[src/rtl/xbus_seq_pkg.sv]
package xbus_seq_pkg;
  localparam int unsigned PH_N = 12;
  localparam int unsigned PH_W = $clog2(PH_N);
  typedef logic [PH_W-1:0] ph_t;

  // phase landmarks within a machine cycle
  localparam ph_t PH_LAST   = ph_t'(PH_N - 1);
  localparam ph_t ALE_A_LO  = ph_t'(1);
  localparam ph_t ALE_A_HI  = ph_t'(2);
  localparam ph_t ALE_B_LO  = ph_t'(7);
  localparam ph_t ALE_B_HI  = ph_t'(8);
  localparam ph_t PS_A_LO   = ph_t'(3);
  localparam ph_t PS_A_HI   = ph_t'(5);
  localparam ph_t PS_B_LO   = ph_t'(9);
  localparam ph_t ADR_A_HI  = ph_t'(2);
  localparam ph_t ADR_B_LO  = ph_t'(6);
  localparam ph_t ADR_B_HI  = ph_t'(8);
  localparam ph_t STB_LO    = ph_t'(3);
  localparam ph_t CRD_CAP   = ph_t'(5);

  typedef enum logic [2:0] {
    K_INT, K_EXT, K_XRD, K_XWR, K_CRD
  } cyc_kind_t;

  localparam logic [1:0] OP_XWR = 2'd1;
  localparam logic [1:0] OP_CRD = 2'd2;
endpackage

[src/rtl/xbus_phase_ctr.sv]
module xbus_phase_ctr
  import xbus_seq_pkg::*;
(
  input  logic clk,
  input  logic rst,
  output ph_t  ph,
  output logic last
);
  assign last = (ph == PH_LAST);

  always_ff @(posedge clk) begin
    if (rst) ph <= '0;
    else     ph <= last ? '0 : ph + 1'b1;
  end
endmodule

[src/rtl/xbus_cycle_plan.sv]
module xbus_cycle_plan
  import xbus_seq_pkg::*;
#(
  parameter int unsigned ADDR_W  = 16,
  parameter int unsigned DATA_W  = 8,
  parameter int unsigned INT_TOP = 4096
) (
  input  logic              clk,
  input  logic              rst,
  input  logic              last,
  input  logic              code_int_en,
  input  logic [ADDR_W-1:0] pc,
  input  logic [ADDR_W-1:0] dptr,
  input  logic [DATA_W-1:0] ri,
  input  logic [ADDR_W-DATA_W-1:0] p2,
  input  logic              req_valid,
  input  logic [1:0]        req_op,
  input  logic              req_wide,
  input  logic [DATA_W-1:0] req_wdata,
  output logic              req_ready,
  output cyc_kind_t         kind,
  output logic [ADDR_W-1:0] addr,
  output logic [DATA_W-1:0] wdata
);
  localparam logic [ADDR_W:0] TOP_V = (ADDR_W+1)'(INT_TOP);

  cyc_kind_t         nxt_kind;
  logic [ADDR_W-1:0] nxt_addr;
  logic              take;

  assign req_ready = last;
  assign take      = req_valid && last;

  always_comb begin
    if (take) begin
      if (req_op == OP_CRD) begin
        nxt_kind = K_CRD;
        nxt_addr = dptr;
      end else begin
        nxt_kind = (req_op == OP_XWR) ? K_XWR : K_XRD;
        nxt_addr = req_wide ? dptr : {p2, ri};
      end
    end else begin
      nxt_kind = (code_int_en && ({1'b0, pc} < TOP_V)) ? K_INT : K_EXT;
      nxt_addr = pc;
    end
  end

  always_ff @(posedge clk) begin
    if (rst) begin
      kind  <= K_INT;
      addr  <= '0;
      wdata <= '0;
    end else if (last) begin
      kind  <= nxt_kind;
      addr  <= nxt_addr;
      wdata <= req_wdata;
    end
  end
endmodule

[src/rtl/xbus_pin_drive.sv]
module xbus_pin_drive
  import xbus_seq_pkg::*;
#(
  parameter int unsigned ADDR_W = 16,
  parameter int unsigned DATA_W = 8
) (
  input  logic              clk,
  input  logic              rst,
  input  ph_t               ph,
  input  cyc_kind_t         kind,
  input  logic [ADDR_W-1:0] addr,
  input  logic [DATA_W-1:0] wdata,
  input  logic [ADDR_W-DATA_W-1:0] p2,
  input  logic              ale_dis,
  input  logic              code_int_en,
  input  logic [DATA_W-1:0] ad_in,
  output logic              ale,
  output logic              psen_n,
  output logic              rd_n,
  output logic              wr_n,
  output logic [DATA_W-1:0] ad_out,
  output logic              ad_oe,
  output logic [ADDR_W-DATA_W-1:0] hi_out,
  output logic              rd_valid,
  output logic [DATA_W-1:0] rd_data
);
  logic              is_data, is_code, is_ext, stb;
  logic              in_ale_a, in_ale_b, in_ps, in_adr_a, in_adr_b;
  logic [DATA_W-1:0] next_lo;

  assign is_data  = (kind == K_XRD) || (kind == K_XWR);
  assign is_code  = (kind == K_EXT) || (kind == K_CRD);
  assign is_ext   = (kind != K_INT);
  assign stb      = (ph >= STB_LO);
  assign in_ale_a = (ph >= ALE_A_LO) && (ph <= ALE_A_HI);
  assign in_ale_b = (ph >= ALE_B_LO) && (ph <= ALE_B_HI);
  assign in_ps    = ((ph >= PS_A_LO) && (ph <= PS_A_HI)) || (ph >= PS_B_LO);
  assign in_adr_a = (ph <= ADR_A_HI);
  assign in_adr_b = (ph >= ADR_B_LO) && (ph <= ADR_B_HI);
  assign next_lo  = addr[DATA_W-1:0] + 1'b1;

  always_comb begin
    if (kind == K_INT && ale_dis && code_int_en) ale = 1'b1;
    else ale = in_ale_a || (in_ale_b && !is_data);
  end

  assign psen_n = !(is_code && in_ps);
  assign rd_n   = !((kind == K_XRD) && stb);
  assign wr_n   = !((kind == K_XWR) && stb);
  assign hi_out = (kind == K_INT) ? p2 : addr[ADDR_W-1:DATA_W];

  always_comb begin
    ad_out = '0;
    ad_oe  = 1'b0;
    if (is_ext && in_adr_a) begin
      ad_out = addr[DATA_W-1:0];
      ad_oe  = 1'b1;
    end else if (is_code && in_adr_b) begin
      ad_out = next_lo;
      ad_oe  = 1'b1;
    end else if (kind == K_XWR && stb) begin
      ad_out = wdata;
      ad_oe  = 1'b1;
    end
  end

  always_ff @(posedge clk) begin
    if (rst) begin
      rd_valid <= 1'b0;
      rd_data  <= '0;
    end else if ((kind == K_XRD && ph == PH_LAST) || (kind == K_CRD && ph == CRD_CAP)) begin
      rd_valid <= 1'b1;
      rd_data  <= ad_in;
    end else begin
      rd_valid <= 1'b0;
    end
  end
endmodule

[src/rtl/xbus_strobe_seq.sv]
module xbus_strobe_seq
  import xbus_seq_pkg::*;
#(
  parameter int unsigned ADDR_W  = 16,
  parameter int unsigned DATA_W  = 8,
  parameter int unsigned INT_TOP = 4096
) (
  input  logic              clk,
  input  logic              rst,
  input  logic              code_int_en,
  input  logic              ale_dis,
  input  logic [ADDR_W-1:0] pc,
  input  logic [ADDR_W-1:0] dptr,
  input  logic [DATA_W-1:0] ri,
  input  logic [ADDR_W-DATA_W-1:0] p2,
  input  logic              req_valid,
  output logic              req_ready,
  input  logic [1:0]        req_op,
  input  logic              req_wide,
  input  logic [DATA_W-1:0] req_wdata,
  input  logic [DATA_W-1:0] ad_in,
  output logic [DATA_W-1:0] ad_out,
  output logic              ad_oe,
  output logic [ADDR_W-DATA_W-1:0] hi_out,
  output logic              ale,
  output logic              psen_n,
  output logic              rd_n,
  output logic              wr_n,
  output logic              rd_valid,
  output logic [DATA_W-1:0] rd_data
);
  ph_t               ph;
  logic              last;
  cyc_kind_t         kind;
  logic [ADDR_W-1:0] addr;
  logic [DATA_W-1:0] wdata;

  xbus_phase_ctr u_ph (.clk(clk), .rst(rst), .ph(ph), .last(last));

  xbus_cycle_plan #(.ADDR_W(ADDR_W), .DATA_W(DATA_W), .INT_TOP(INT_TOP)) u_plan (
    .clk(clk), .rst(rst), .last(last), .code_int_en(code_int_en),
    .pc(pc), .dptr(dptr), .ri(ri), .p2(p2),
    .req_valid(req_valid), .req_op(req_op), .req_wide(req_wide),
    .req_wdata(req_wdata), .req_ready(req_ready),
    .kind(kind), .addr(addr), .wdata(wdata)
  );

  xbus_pin_drive #(.ADDR_W(ADDR_W), .DATA_W(DATA_W)) u_pins (
    .clk(clk), .rst(rst), .ph(ph), .kind(kind), .addr(addr), .wdata(wdata),
    .p2(p2), .ale_dis(ale_dis), .code_int_en(code_int_en), .ad_in(ad_in),
    .ale(ale), .psen_n(psen_n), .rd_n(rd_n), .wr_n(wr_n),
    .ad_out(ad_out), .ad_oe(ad_oe), .hi_out(hi_out),
    .rd_valid(rd_valid), .rd_data(rd_data)
  );
endmodule

[config.mk]
export PLATFORM = sky130hd
export DESIGN_NAME = xbus_strobe_seq
export DESIGN_NICKNAME = d
export VERILOG_FILES = /design/src/rtl/xbus_seq_pkg.sv /design/src/rtl/xbus_phase_ctr.sv /design/src/rtl/xbus_cycle_plan.sv /design/src/rtl/xbus_pin_drive.sv /design/src/rtl/xbus_strobe_seq.sv
export SDC_FILE = /design/constraint.sdc
export NUM_CORES = 1
export LEC_CHECK = 0
export BUFFER_PORTS_ARGS = -buffer_cell sky130_fd_sc_hd__clkbuf_2
export CAP_MARGIN = 20
export CORE_ASPECT_RATIO = 1.75
export CORE_MARGIN = 10
export CORE_UTILIZATION = 42
export DETAILED_ROUTE_END_ITERATION = 12
export PLACE_DENSITY_LB_ADDON = 0.1
export SYNTH_ARGS = -nofsm -noshare
export SYNTH_HDL_FRONTEND = slang
export SYNTH_SLANG_ARGS = --single-unit
[constraint.sdc]
create_clock -name clk -period 2.15 [get_ports clk]
set_input_delay 0.5375 -clock clk [delete_from_list [all_inputs] [get_ports clk]]
set_output_delay 0.5375 -clock clk [all_outputs]
set_load 0.02 [all_outputs]
## Yosys cells after proc, flatten, opt, wreduce, memory -nomap -nowiden

Index checks and enable logic that the tools add are counted.
W data, S select, Z words.

- Bits of input ports: 72
- Output and inout port bits: 31
- Word-level logic and storage cells: 69
- Register bits after elaboration: 40

- Eq/ne operators: 8
- Order comparisons: 9
- Mux-type cells: 16
- Add/subtract/negate cells: 2
- Reduce and logical (&&, ||, !) cells: 28

Operators by type and width:

| kind | number |
|---|---|
| $mux W16 | 3 |
| $mux W8 | 4 |
| $logic_and A1 B1 Y1 | 16 |
| $lt A16 B13 Y1 const B | 1 |
| $add A8 B1 Y8 const B | 1 |
| $ge A4 B3 Y1 const B | 2 |
| $mux W1 | 7 |
| $eq A3 B2 Y1 const B | 2 |
| $mux W3 | 2 |
| $logic_or A1 B1 Y1 | 5 |
| $add A4 B1 Y4 const B | 1 |
| $eq A4 B3 Y1 const B | 1 |
| $eq A4 B4 Y1 const B | 1 |
| $ge A4 B1 Y1 const B | 1 |
| $ge A4 B2 Y1 const B | 1 |
| $ge A4 B4 Y1 const B | 1 |
| $le A4 B2 Y1 const B | 1 |
| $le A4 B3 Y1 const B | 1 |
| $le A4 B4 Y1 const B | 1 |
| $logic_not A1 Y1 | 4 |
| $eq A3 B1 Y1 const B | 1 |
| $eq A3 B3 Y1 const B | 1 |
| $logic_not A3 Y1 | 1 |
| $reduce_bool A3 Y1 | 1 |
| 3 further kinds | 3 |

## Logic depth before layout (Yosys ltp)

- Depth in word-level cells: 6
- Gate-level depth with buffers: 7
- Gate-level depth less buffers: 6

## Cells and area by module

A second synthesis with hierarchy kept.

- Cell total of the unflattened synthesis: 269
- Area, all modules: 2421.1 sq um

Modules (own cells, without submodules):

| module | cells an instance | sequential area each (sq um) | instances | area an instance (sq um) |
|---|---|---|---|---|
| xbus_cycle_plan | 136 | 540.5 | 1 | 1277.5 |
| xbus_pin_drive | 117 | 180.2 | 1 | 954.7 |
| xbus_phase_ctr | 16 | 80.1 | 1 | 188.9 |

## Worst setup path before layout

OpenSTA, ideal clock, no wires.

- Path type: flip-flop to output port
- From: register u_ph.ph[0]
- To: output port ad_out[5]
- Path buffers: 0
- Required time: 1.612 ns
- Arrival: 1.679 ns
- Cell stages (with the launch flop): 7
- Setup slack: -0.067 ns
- Cell sequence: dfxtp_1 > ha_1 > or3_4 > and3_4 > inv_2 > o32ai_1 > a22o_1

- Word-level cells in the longest chain between the ends: 5
- Elaborated cells between the ends (all ways): 11
- Classes of those cells: order compare: 4; mux: 3; reduce/logical: 4

RTL lines:

| item | line | text |
|---|---|---|
| from (decl) | xbus_phase_ctr.sv:6 | `output ph_t ph,` |
| from (signal assigned) | xbus_phase_ctr.sv:13 | `else ph <= last ? '0 : ph + 1'b1;` |
| $ge A4 B2 Y1, or another cell as far along | xbus_pin_drive.sv:34 | `assign stb = (ph >= STB_LO);` |
| $logic_and A1 B1 Y1 (on tied branches) | xbus_pin_drive.sv:61, xbus_pin_drive.sv:39 |  |
| $mux W8 / $logic_and A1 B1 Y1 (equally long branches) | xbus_pin_drive.sv:61, xbus_pin_drive.sv:58 |  |
| $mux W8 | xbus_pin_drive.sv:58 | `end else if (is_code && in_adr_b) begin` |
| $mux W8 (*) | xbus_pin_drive.sv:55 | `if (is_ext && in_adr_a) begin` |
| to (decl) | xbus_strobe_seq.sv:22 | `output logic [DATA_W-1:0] ad_out,` |

Every way passes the cells marked *; elsewhere a longest branch is shown, timed or not.

## Final worst setup path

Same ends and word-level chain as after synthesis.

==> impl_results.md <==
* Largest cells by area after synthesis: dfxtp_1 30%, o311a_1 6.1%, nand3b_1 5.1%, o41ai_1 5.0%, nand2b_1 4.0%
* Hold_buf cts at 0
* Wire per inst at 16.6 um
* P_leak at 1.80 nW
* # nets final at 529
* CTS tree: built
* GRT Resource Usage Total at 17.5%
* CP Data Arrival Time at 1.99 ns
* Failing checks: setup timing
* Post-synth EDFFs at 0
* Non-Filler Instances at 533
* First-pass GRT wire length at 14300 um
* Critical-path cell list: nor4b_4 -> o211ai_1 -> buf_4 -> o32ai_2 -> a22o_1 -> buf_6
* CP Launch Type: register
* DP Cell Count at 513
* Final hold violation count at 0
* Clock-pin slew on the worst setup and hold paths at 0.08 ns
* Largest area contributor in the synthesized netlist: dfxtp_1
* Final setup viols at 19
* Syn_nets at 404
* WL final at 8840 um
* Routability Congestion at 0.895
* Most frequent cells in the layout: 82 x clkbuf_2, 36 x buf_4, 36 x dfxtp_1, 25 x inv_1, 24 x nand2_1
* Design Power at 1.72 mW
* Vias in the first global route at 2991
* Via count at 2858
* Via/cell ratio at 5.36
* Setup WS pre-CTS at -0.0635 ns
* First-pass DRT Iterations at 4
* Fraction of layout cells with a size suffix above 1 at 42.8%
* ANT nets after route at 0
* Chip height at 125 um
* Port-buffer cells at 102
* Sequential element share of the synthesized area at 30.4%
* Area grow syn2layout at 49.3%
* #FFs+latches synth at 40
* Setup TNS at -3.01 ns
* Unique masters post-synth at 50
* First-iteration detailed-routing DRC count at 102
* Io pins at 103
* WHS at 0.444 ns
* Largest net degree at the start of global routing at 43
* Async SR Flop Fraction at 0%
* Crit path required time at 1.61 ns
* CP max FO at 5
* Syn avg cell area at 8.05 sq um
* Worst path slowest cell: dfxtp_4
* Crit share post-route at 118%
* Clk Latency, worst-skew pair at 0.31 ns
* H-Tree Depth at 2
* Most common cell after layout, fill and taps aside: clkbuf_2
* Setup WS post-layout at -0.380 ns
* Slew margin rel. at 61.9%
* Width of the chip at 79.9 um
* Root Buffer: clkbuf_8
* Pwr dens at 437 nW/um^2
* HP Class: input port to register
* Drt drc at 0
* Max Clk Rate at 0.395 GHz
* RSZ-0062 raised after global routing: yes
* CP Class: register to output port
* Gr ovfl total at 0
* Hpwl dp at 6630 um
* Antenna Cells at 0
* Initial core utilization at 42.9%
* FP Rows at 38
* Max-slew violations at 0
* Min Tclk post-route at 2.53 ns
* Clock sinks at 40
* Post-Syn Instances at 327
* Die Area at 9960 sq um
* Top_reg_cell synth: dfxtp_1
* Worst-Margin Slew at 0.571 ns
* Yosys Warn Count at 0
* Core area at 6130 sq um
* Total of max-cap violations at 0
* Num CTS Buffers at 5
* Share of the synthesized area in the top cell type at 30.4%
* Worst Clk Skew at 0.00498 ns
* Worst reg-to-reg setup slack at 0.53 ns
* Post-Syn Area at 2630 sq um
* Worst setup EP type: output port
* Worst vdd ir at 0.346 mV
* Clock buffer depth at 2
* Initial antenna violation count at 0
* Status: finished with violations
* Slowest cell delay on critical path at 0.38 ns
## synthesized netlist by cell type (all sizes together) (7+ instances only)
master,n
dfxtp,40
nand2,26
nor2,26
mux2i,9
mux2,8
o41ai,15
nand3b,19
o21ai,17
inv,27
buf,7
o311a,16
nand2b,17
nand3,7
a21oi,16
clkbuf,21
## cell type report
| class | count | area, sq um |
|---|---|---|
| clock buffer | 5 | 68.8 |
| clock inverter | 3 | 42.5 |
| fill | 560 | 2200 |
| inverter | 27 | 104 |
| multi-input combinational | 232 | 1770 |
| sequential | 40 | 811 |
| tap | 80 | 100 |
| timing repair buffer | 146 | 1040 |
## registers in the layout, summed over array words and instances, names as in the netlist
name and count:
u_plan.kind 3, u_plan.wdata 8, u_pins.rd_data 8, u_pins.rd_valid 1
u_plan.addr 16, u_ph.ph 4
## final timing paths
kind	start	to	cells after the start
setup / recovery	u_ph.ph[0]$_SDFF_PP0_	ad_out[5]	6
hold / removal	req_wdata[2]	u_plan.wdata[2]$_SDFFE_PP0P_	3
setup reg to reg	u_ph.ph[2]$_SDFF_PP0_	u_pins.rd_data[7]$_SDFFE_PP0P_	7
hold reg to reg	u_plan.wdata[5]$_SDFFE_PP0P_	u_plan.wdata[5]$_SDFFE_PP0P_	2
## logic make-up (layout without fill, tap and decap cells)
logic type	count (synthesis)	in the layout	synth area share, %
buffers and inverters	55	181	8.50
XOR/XNOR	2	2	0.665
multiplexers	17	17	6.84
AO/OA/AOI/OAI	91	91	26.1
flip-flops	40	40	30.4
AND/OR/NAND/NOR	117	117	25.1
adder cells (fa/ha/maj)	5	5	2.38
## layer usage
layer,track usage [%],up-vias,wire (um)
met1,18.7,1318,3500
met3,6.00,9,637
met4,6.25,0,143
met2,30.3,91,4560
met5,0,-,0
li1,-,1440,-
## repair_timing
| item | CTS | global route |
|---|---|---|
| resized for setup | 58 | 46 |
| pin swaps | 11 | 11 |
| buffers inserted | 4 | 8 |
| cloned | 1 | 0 |
| endpoints found under the setup margin | 21 | 20 |
## per-stage QoR
step / util (%) / area, sq um
after CTS: 61.3 / 3760
after global routing: 64.1 / 3930
after floorplan: - / 2640
after global placement: 55.2 / 3380
after detailed placement: 55.2 / 3380
final: 64.1 / 3930
## worst max-delay path: cells and delay by family, from the launching register on
family                 cells  cell delay [ns]
AOI/OAI and AO/OA          3             0.65
buffers and inverters      2             0.34
and+or+nand+nor            1             0.32
DFF                        1             0.38
## power breakdown
part	leakage [nW]	internal (mW)	switching [mW]
combinational	1.42	0.170	0.156
clock	0.0541	0.344	0.293
sequential	0.325	0.745	0.00986
Note: power is estimated with default switching activity, not from simulation.
